$ cat src/rtl/rxf_pkg.sv
package rxf_pkg;

    typedef enum logic [1:0] {
        OCC_EMPTY = 2'd0,
        OCC_BELOW = 2'd1,
        OCC_ABOVE = 2'd2,
        OCC_FULL  = 2'd3
    } occ_e;

    localparam int          CTL_W        = 16;
    localparam int          TRIG_LSB     = 7;
    localparam int          TRIG_W       = 2;
    localparam int          FLOW_LSB     = 9;
    localparam int          FLOW_W       = 3;
    localparam int          ST_TRIG_BIT  = 1;
    localparam int          ST_READY_BIT = 0;
    localparam int          LS_OVR_BIT   = 0;
    localparam logic [15:0] STAT_RESET   = 16'h0060;

    // Receive-trigger table
    function automatic int unsigned trig_level(input logic [TRIG_W-1:0] sel);
        int unsigned r;
        unique case (sel)
            2'd0:    r = 1;
            2'd1:    r = 4;
            2'd2:    r = 8;
            default: r = 14;
        endcase
        return r;
    endfunction

    // Flow-control table: 15, 1, then twice the selector
    function automatic int unsigned flow_limit(input logic [FLOW_W-1:0] sel);
        int unsigned r;
        if (sel == '0)
            r = 15;
        else if (sel == 3'd1)
            r = 1;
        else
            r = 2 * int'(sel);
        return r;
    endfunction

endpackage

$ cat src/rtl/rxf_store.sv
module rxf_store #(
    parameter int DW    = 8,
    parameter int DEPTH = 16
) (
    input  logic          clk,
    input  logic          rst_n,
    input  logic          wr_en,
    input  logic [DW-1:0] wr_data,
    input  logic          rd_en,
    output logic [DW-1:0] rd_data
);
    localparam int AW = (DEPTH > 1) ? $clog2(DEPTH) : 1;
    localparam logic [AW-1:0] LAST = AW'(DEPTH - 1);

    logic [DW-1:0] mem [DEPTH];
    logic [AW-1:0] wr_ptr;
    logic [AW-1:0] rd_ptr;

    always_ff @(posedge clk) begin
        if (!rst_n) begin
            wr_ptr <= '0;
            rd_ptr <= '0;
        end else begin
            if (wr_en)
                wr_ptr <= (wr_ptr == LAST) ? '0 : wr_ptr + 1'b1;
            if (rd_en)
                rd_ptr <= (rd_ptr == LAST) ? '0 : rd_ptr + 1'b1;
        end
    end

    for (genvar i = 0; i < DEPTH; i++) begin : g_slot
        always_ff @(posedge clk) begin
            if (wr_en && (wr_ptr == AW'(i)))
                mem[i] <= wr_data;
        end
    end

    assign rd_data = mem[rd_ptr];

endmodule

$ cat src/rtl/rxf_occ.sv
module rxf_occ
    import rxf_pkg::*;
#(
    parameter int DEPTH = 16,
    parameter int LW    = $clog2(DEPTH + 1)
) (
    input  logic          clk,
    input  logic          rst_n,
    input  logic          push_req,
    input  logic          pop_req,
    input  logic [LW-1:0] trig_nx,
    output logic [LW-1:0] level,
    output logic          do_push,
    output logic          do_pop,
    output logic          ovr_evt,
    output logic          flag_trig,
    output logic          flag_ready
);
    localparam logic [LW-1:0] FULL_LVL = LW'(DEPTH);

    occ_e          state_q, state_nx;
    logic [LW-1:0] lvl_nx;

    always_comb begin
        do_push = push_req && (level != FULL_LVL);
        do_pop  = pop_req  && (level != '0);
        ovr_evt = push_req && (level == FULL_LVL);
        lvl_nx  = level;
        if (do_push && !do_pop)
            lvl_nx = level + 1'b1;
        else if (do_pop && !do_push)
            lvl_nx = level - 1'b1;
    end

    // Next-state: FILL / DRAIN / RETUNE / HOLD all resolve through the next level
    always_comb begin
        if (lvl_nx == '0)
            state_nx = OCC_EMPTY;
        else if (lvl_nx == FULL_LVL)
            state_nx = OCC_FULL;
        else if (lvl_nx >= trig_nx)
            state_nx = OCC_ABOVE;
        else
            state_nx = OCC_BELOW;
    end

    always_ff @(posedge clk) begin
        if (!rst_n) begin
            state_q <= OCC_EMPTY;
            level   <= '0;
        end else begin
            state_q <= state_nx;
            level   <= lvl_nx;
        end
    end

    always_comb begin
        flag_trig  = 1'b0;
        flag_ready = 1'b0;
        unique case (state_q)
            OCC_EMPTY: ;
            OCC_BELOW: flag_ready = 1'b1;
            OCC_ABOVE: flag_trig  = 1'b1;
            OCC_FULL:  flag_trig  = 1'b1;
        endcase
    end

endmodule

$ cat src/rtl/rxf_lsr.sv
module rxf_lsr
    import rxf_pkg::*;
(
    input  logic        clk,
    input  logic        rst_n,
    input  logic        ovr_evt,
    input  logic        rd,
    output logic [15:0] word
);
    logic ovr_q;

    always_ff @(posedge clk) begin
        if (!rst_n)
            ovr_q <= 1'b0;
        else if (ovr_evt)
            ovr_q <= 1'b1;
        else if (rd)
            ovr_q <= 1'b0;
    end

    always_comb begin
        word             = '0;
        word[LS_OVR_BIT] = ovr_q;
    end

endmodule

$ cat src/rtl/rx_fifo_trigger.sv
module rx_fifo_trigger
    import rxf_pkg::*;
#(
    parameter int DW    = 8,
    parameter int DEPTH = 16,
    parameter int LW    = $clog2(DEPTH + 1)
) (
    input  logic          clk,
    input  logic          rst_n,
    input  logic          rx_valid,
    input  logic [DW-1:0] rx_byte,
    output logic          rx_ready,
    input  logic          rd_pop,
    output logic [DW-1:0] rd_byte,
    input  logic          ctl_we,
    input  logic [15:0]   ctl_wdata,
    output logic [15:0]   stat_word,
    input  logic          line_rd,
    output logic [15:0]   line_word,
    output logic [LW-1:0] rx_level
);
    logic [CTL_W-1:0] ctl_q, ctl_nx;
    logic [LW-1:0]    trig_nx;
    logic [LW-1:0]    flow_lim;
    logic             do_push, do_pop, ovr_evt;
    logic             flag_trig, flag_ready;

    always_ff @(posedge clk) begin
        if (!rst_n)
            ctl_q <= '0;
        else
            ctl_q <= ctl_nx;
    end

    always_comb begin
        ctl_nx   = ctl_we ? ctl_wdata : ctl_q;
        trig_nx  = LW'(trig_level(ctl_nx[TRIG_LSB +: TRIG_W]));
        flow_lim = LW'(flow_limit(ctl_q[FLOW_LSB +: FLOW_W]));
        rx_ready = rx_level < flow_lim;
    end

    rxf_occ #(.DEPTH(DEPTH), .LW(LW)) u_occ (
        .clk        (clk),
        .rst_n      (rst_n),
        .push_req   (rx_valid),
        .pop_req    (rd_pop),
        .trig_nx    (trig_nx),
        .level      (rx_level),
        .do_push    (do_push),
        .do_pop     (do_pop),
        .ovr_evt    (ovr_evt),
        .flag_trig  (flag_trig),
        .flag_ready (flag_ready)
    );

    rxf_store #(.DW(DW), .DEPTH(DEPTH)) u_store (
        .clk     (clk),
        .rst_n   (rst_n),
        .wr_en   (do_push),
        .wr_data (rx_byte),
        .rd_en   (do_pop),
        .rd_data (rd_byte)
    );

    rxf_lsr u_lsr (
        .clk     (clk),
        .rst_n   (rst_n),
        .ovr_evt (ovr_evt),
        .rd      (line_rd),
        .word    (line_word)
    );

    always_comb begin
        stat_word               = STAT_RESET;
        stat_word[ST_TRIG_BIT]  = flag_trig;
        stat_word[ST_READY_BIT] = flag_ready;
    end

endmodule

$ cat config.mk
export PLATFORM = sky130hd
export DESIGN_NAME = rx_fifo_trigger
export DESIGN_NICKNAME = d
export VERILOG_FILES = /design/src/rtl/rxf_pkg.sv /design/src/rtl/rxf_store.sv /design/src/rtl/rxf_occ.sv /design/src/rtl/rxf_lsr.sv /design/src/rtl/rx_fifo_trigger.sv
export SDC_FILE = /design/constraint.sdc
export NUM_CORES = 1
export LEC_CHECK = 0
export BUFFER_PORTS_ARGS = -buffer_cell sky130_fd_sc_hd__buf_2
export CAP_MARGIN = 15
export CORE_MARGIN = 4
export CORE_UTILIZATION = 62
export DETAILED_ROUTE_END_ITERATION = 8
export PLACE_DENSITY = 0.84
export REMOVE_ABC_BUFFERS = 1
export SYNTH_ARGS = -nofsm -noshare
export SYNTH_HDL_FRONTEND = slang
export SYNTH_SLANG_ARGS = --single-unit
export TNS_END_PERCENT = 10
$ cat constraint.sdc
create_clock -name clk -period 8.8 [get_ports clk]
set_input_delay 1.32 -clock clk [delete_from_list [all_inputs] [get_ports clk]]
set_output_delay 1.32 -clock clk [all_outputs]
set_load 0.02 [all_outputs]
### After elaboration in Yosys (flattened, before gate mapping)

Memory sizes are Yosys's and may differ from the RTL's. A register that Yosys moved wholly into a read port is not among the register bits.
Index checks and enable logic that the tools add are counted.

| word-level totals | value |
|---|---|
| register bits | 28 |
| RAM bits | 128 |
| input port bits | 30 |
| memories | 1 |
| bits in latches | 0 |
| ROM bits | 0 |
| output and inout bits | 46 |
| word-level logic and storage cells | 179 |

Memories:

| name | words | bits a word | rd ports | clocked after memory_dff | write ports | RTL line | source |
|---|---|---|---|---|---|---|---|
| u_store.mem | 16 | 8 | 1 | 1 | 1 | rxf_store.sv:15 | `logic [DW-1:0] mem [DEPTH];` |

| cells by class | value |
|---|---|
| order comparisons | 2 |
| div/mod/pow operators | 0 |
| eq/ne operators | 25 |
| bitwise gates (word level) | 1 |
| multipliers | 0 |
| reduce and logical (&&, ||, !) cells | 46 |
| muxes and demuxes | 93 |
| shift operators | 0 |
| $add $sub $neg | 4 |

Operators by type and width:

| cell | count |
|---|---|
| 8-bit two-way mux | 15 |
| 8-bit OR reduction | 15 |
| 4-bit two-way mux | 21 |
| 1-bit two-way mux | 51 |
| 4-bit equality test, second input constant | 9 |
| 1-bit logical AND | 21 |
| 4-bit by 3-bit equality test with 1-bit output, second input constant | 4 |
| 4-bit one-hot mux with 3 select lines | 1 |
| 5-bit equality test, second input constant | 2 |
| 5-bit two-way mux | 2 |
| 9-bit two-way mux | 1 |
| 4-bit by 1-bit adder with 4-bit output, second input constant | 2 |
| 4-bit by 2-bit equality test with 1-bit output, second input constant | 2 |
| 2-bit equality test, second input constant | 3 |
| 5-bit by 1-bit adder with 5-bit output, second input constant | 1 |
| 5-bit by 4-bit >= comparator with 1-bit output | 1 |
| 5-bit zero test | 1 |
| 5-bit < comparator | 1 |
| 5-bit != test, second input constant | 1 |
| 5-bit nonzero test | 1 |
| 5-bit by 1-bit subtractor with 5-bit output, second input constant | 1 |
| 2-bit by 1-bit equality test with 1-bit output, second input constant | 2 |
| 4-bit by 1-bit equality test with 1-bit output, second input constant | 1 |
| 4-bit zero test | 1 |
| 8 further kinds | 11 |

### Depth between registers and ports, before layout

| depth | value |
|---|---|
| word-level depth | 21 |
| depth in mapped cells | 13 |
| gate-level depth less buffers | 13 |

### Hierarchy

From an unflattened synthesis, not the netlist that was laid out.

| unflattened totals | value |
|---|---|
| cell total of the unflattened synthesis | 413 |
| area, all modules | 6755.2 um^2 |

Modules (own cells, without submodules):

| module | area an instance (um^2) | cells an instance | sequential area each (um^2) | instances |
|---|---|---|---|---|
| rxf_store | 5500.3 | 267 | 4083.9 | 1 |
| rxf_occ | 659.4 | 77 | 140.1 | 1 |
| rx_fifo_trigger | 430.4 | 49 | 100.1 | 1 |
| rxf_lsr | 165.2 | 20 | 20.0 | 1 |

### Worst setup path after synthesis

Ideal clock, no wire load.

| path | value |
|---|---|
| path type | register -> output |
| start point | register with a tool-made name |
| end point | output port rd_byte[0] |
| arrival | 2.150 ns |
| data required time | 7.480 ns |
| buffers on the path | 2 |
| cell stages (with the launch flop) | 5 |
| setup slack | 5.330 ns |
| cell sequence | dfxtp_1 > clkbuf_1 > buf_1 > mux4_2 > mux4_2 |

RTL lines:

| item | RTL line | source |
|---|---|---|
| end, declared | rx_fifo_trigger.sv:14 | `output logic [DW-1:0] rd_byte,` |

==> flow_metrics.tcl <==
set metrics [dict create \
    status "complete, no violations" \
    drc 0 \
    slew_headroom_pct 23.5 \
    ios 76 \
    final.setup.tns_ns 0 \
    vias 3493 \
    grt_pass1_wl_mm 21.2 \
    ys_ff_latch 153 \
    min_path_type "flip-flop to flip-flop" \
    whs_path_depth 2 \
    final.setup_skew_ns 0.00618 \
    endpoint_kind "output pin" \
    grtUsageTotal_pct 23.6 \
    antenna_found_initial 0 \
    yosys_warnings 0 \
    place_ws_ns 5.17 \
    p_leak_nw 2.52 \
    cts_resized 0 \
    final_nets 474 \
    ff_latch_area_mm2 0.00435 \
    final_cells 579 \
    crit_type "flip-flop to output pin" \
    clock_tree.htree_level_count 4 \
    clock-root-buffer "clkbuf_8" \
    regToRegEndpoint "u_occ.state_q[0]" \
    max_cap_violations 0 \
    setup_ws_ns 4.81 \
    arrival_ns 2.67 \
    rsz0062_at_grt "no" \
    switching_share_pct 26.6 \
    r2r_start "u_occ.level[1]" \
    numCtsBuffers 17 \
    cts_setup_buffers 0 \
    cts.clk_slew.worst_paths_ns 0.06 \
    hpwl_mm 8.08 \
    die-area_mm2 0.0122 \
    cts.sinks 153 \
    cts_max_path_buffers 2 \
    tightest_slew_ns 1.14 \
    power_switching_mw 0.508 \
    seq_power_share_pct 43.5 \
    syn_to_final_growth_pct 11.1 \
    detail-route-antenna-nets 0 \
    synthDistinctLibCells 46 \
    viasPerCell 6.03 \
    grt_overflow 0 \
    synth_area_mm2 0.00652 \
    drv_slew 0 \
    synthCells 396 \
    critPathMaxFanout 32 \
    chipHeight_um 111 \
    hp-start "u_store.rd_ptr[1]" \
    period_share_pct 45.3 \
    fin_crit_ns 3.99 \
    setup_viol 0 \
    startpoint_type "flip-flop" \
    fillers 656 \
    avgSynthCellArea_um2 16.5 \
    cts_tree "yes" \
    holdPathEnd "u_store.rd_ptr[1]" \
    clkPwrFrac_pct 35.3 \
    p_int_mw 1.40 \
    grt_max_degree 33 \
    diodes 0 \
    drive_gt1_share_pct 26.2 \
    rows 37 \
    combPwrFrac_pct 21.1 \
    wirelength_mm 13.4 \
    start_util_pct 63.4 \
    hold_viol_final 0 \
    rr_worst_depth 13 \
    routabilityCongestion 0.813 \
    clk_latency_ns 0.52 \
    ctsHoldBuffers 0 \
    crit_required_ns 7.48 \
    ir_worst_vdd_mv 0.165 \
    ys_seq_area_share_pct 66.6 \
    synth-main-ff-cell "edfxtp_1" \
    coreArea_mm2 0.0103 \
    grt_pass1_vias 3593 \
    multi_input_area_mm2 0.00194 \
    r2r_slack_ns 5.62 \
    dp_cells 547 \
    synth_edf_count 128 \
    io_buffers 35 \
    die_w_um 111 \
    drtPass1Iterations 5 \
    async_flop_share_pct 0 \
    dr.first_iter.drc_count 328 \
    fmax_mhz 251 \
    wl_per_cell_um 23.2 \
    p_per_area_mw_per_mm2 264 \
]
## power by group through the flow
stage | Combinational (mW) | Sequential [mW] | Clock, mW
global route | 0.446 | 0.836 | 0.722
CTS | 0.409 | 0.833 | 0.682
global placement | 0.390 | 0.846 | 0
finish | 0.404 | 0.833 | 0.675
floorplan | 0.271 | 0.882 | 0
detailed placement | 0.405 | 0.848 | 0
## worst max-delay path by stage
stage / from / to / slack [ns]
2_1_floorplan: flip-flop / rd_byte[0] / 4.85
3_3_place_gp: rx_valid / u_occ.state_q[0] / 5.25
3_5_place_dp: rx_valid / u_occ.state_q[0] / 5.17
4_1_cts: flip-flop / rd_byte[7] / 4.77
5_1_grt: flip-flop / rd_byte[7] / 4.67
6_report: flip-flop / rd_byte[7] / 4.81
## critical path, cell delays in order, from the launching register on
cell and delay, ns:
dfxtp_2 0.31, buf_4 0.49, mux4_2 0.60, mux4_2 0.53
buf_2 0.18
## synth_stat cells (5+ instances only)
cell / n / area [µm²]
a21oi_1: 11 / 55.1
buf_1: 5 / 18.8
buf_4: 32 / 240
clkbuf_1: 9 / 33.8
dfxtp_1: 25 / 500
edfxtp_1: 128 / 3840
ha_1: 14 / 175
inv_1: 9 / 33.8
mux4_2: 40 / 901
nand2_1: 19 / 71.3
nand3_1: 5 / 25.0
nor2_1: 33 / 124
nor3_1: 6 / 30.0
o21ai_0: 7 / 35.0
## registers in the layout, indices dropped and copies added (netlist names), named ones only
name,count
u_store.mem,128
u_store.rd_ptr,4
u_occ.level,5
ctl_q,5
u_store.wr_ptr,4
u_lsr.ovr_q,1
u_occ.state_q,2
## cell families after synthesis
family	synth area share (%)
multiplexers	15.0
XOR/XNOR	0.672
AO/OA/AOI/OAI	3.01
adder cells (fa/ha/maj)	2.69
buffers and inverters	5.39
other	0.115
AND/OR/NAND/NOR	6.47
flip-flops	66.6
## metal layers
metal	up-vias	routed length (µm)	global-route usage [%]
met5	-	0	0
met2	210	7170	41.0
met1	1728	4860	28.8
met4	0	314	7.96
li1	1528	-	-
met3	27	1090	6.08
## placed cells by master, fill, tap and decap left out, types with 6 or more instances in the layout
master / count
dfxtp_1: 24
nor2_1: 33
o21ai_0: 7
ha_1: 14
a21oi_1: 11
clkbuf_16: 16
nand2_1: 19
clkinvlp_4: 6
conb_1: 29
mux4_2: 40
edfxtp_1: 128
inv_1: 9
buf_2: 35
## area by class of cell
cell class,instances,share of cell area [%]
Clock inverter,12,1.76
Tap cell,136,2.35
Sequential cell,153,60.0
Multi-Input combinational cell,211,26.9
Inverter,10,0.518
Timing Repair Buffer,37,2.63
Clock buffer,20,5.88
## stage by stage
stage | total power [mW] | util, % | hold WS, ns | cell area (µm²)
CTS | 1.92 | 70.5 | 0.512 | 7240
floorplan | 1.15 | - | 0.472 | 6310
detailed placement | 1.25 | 65.1 | 0.502 | 6690
finish | 1.91 | 70.5 | 0.512 | 7240
global route | 2.00 | 70.5 | 0.556 | 7240
global placement | 1.24 | 65.1 | 0.496 | 6690
No activity file was read; power rests on OpenSTA's default activity.
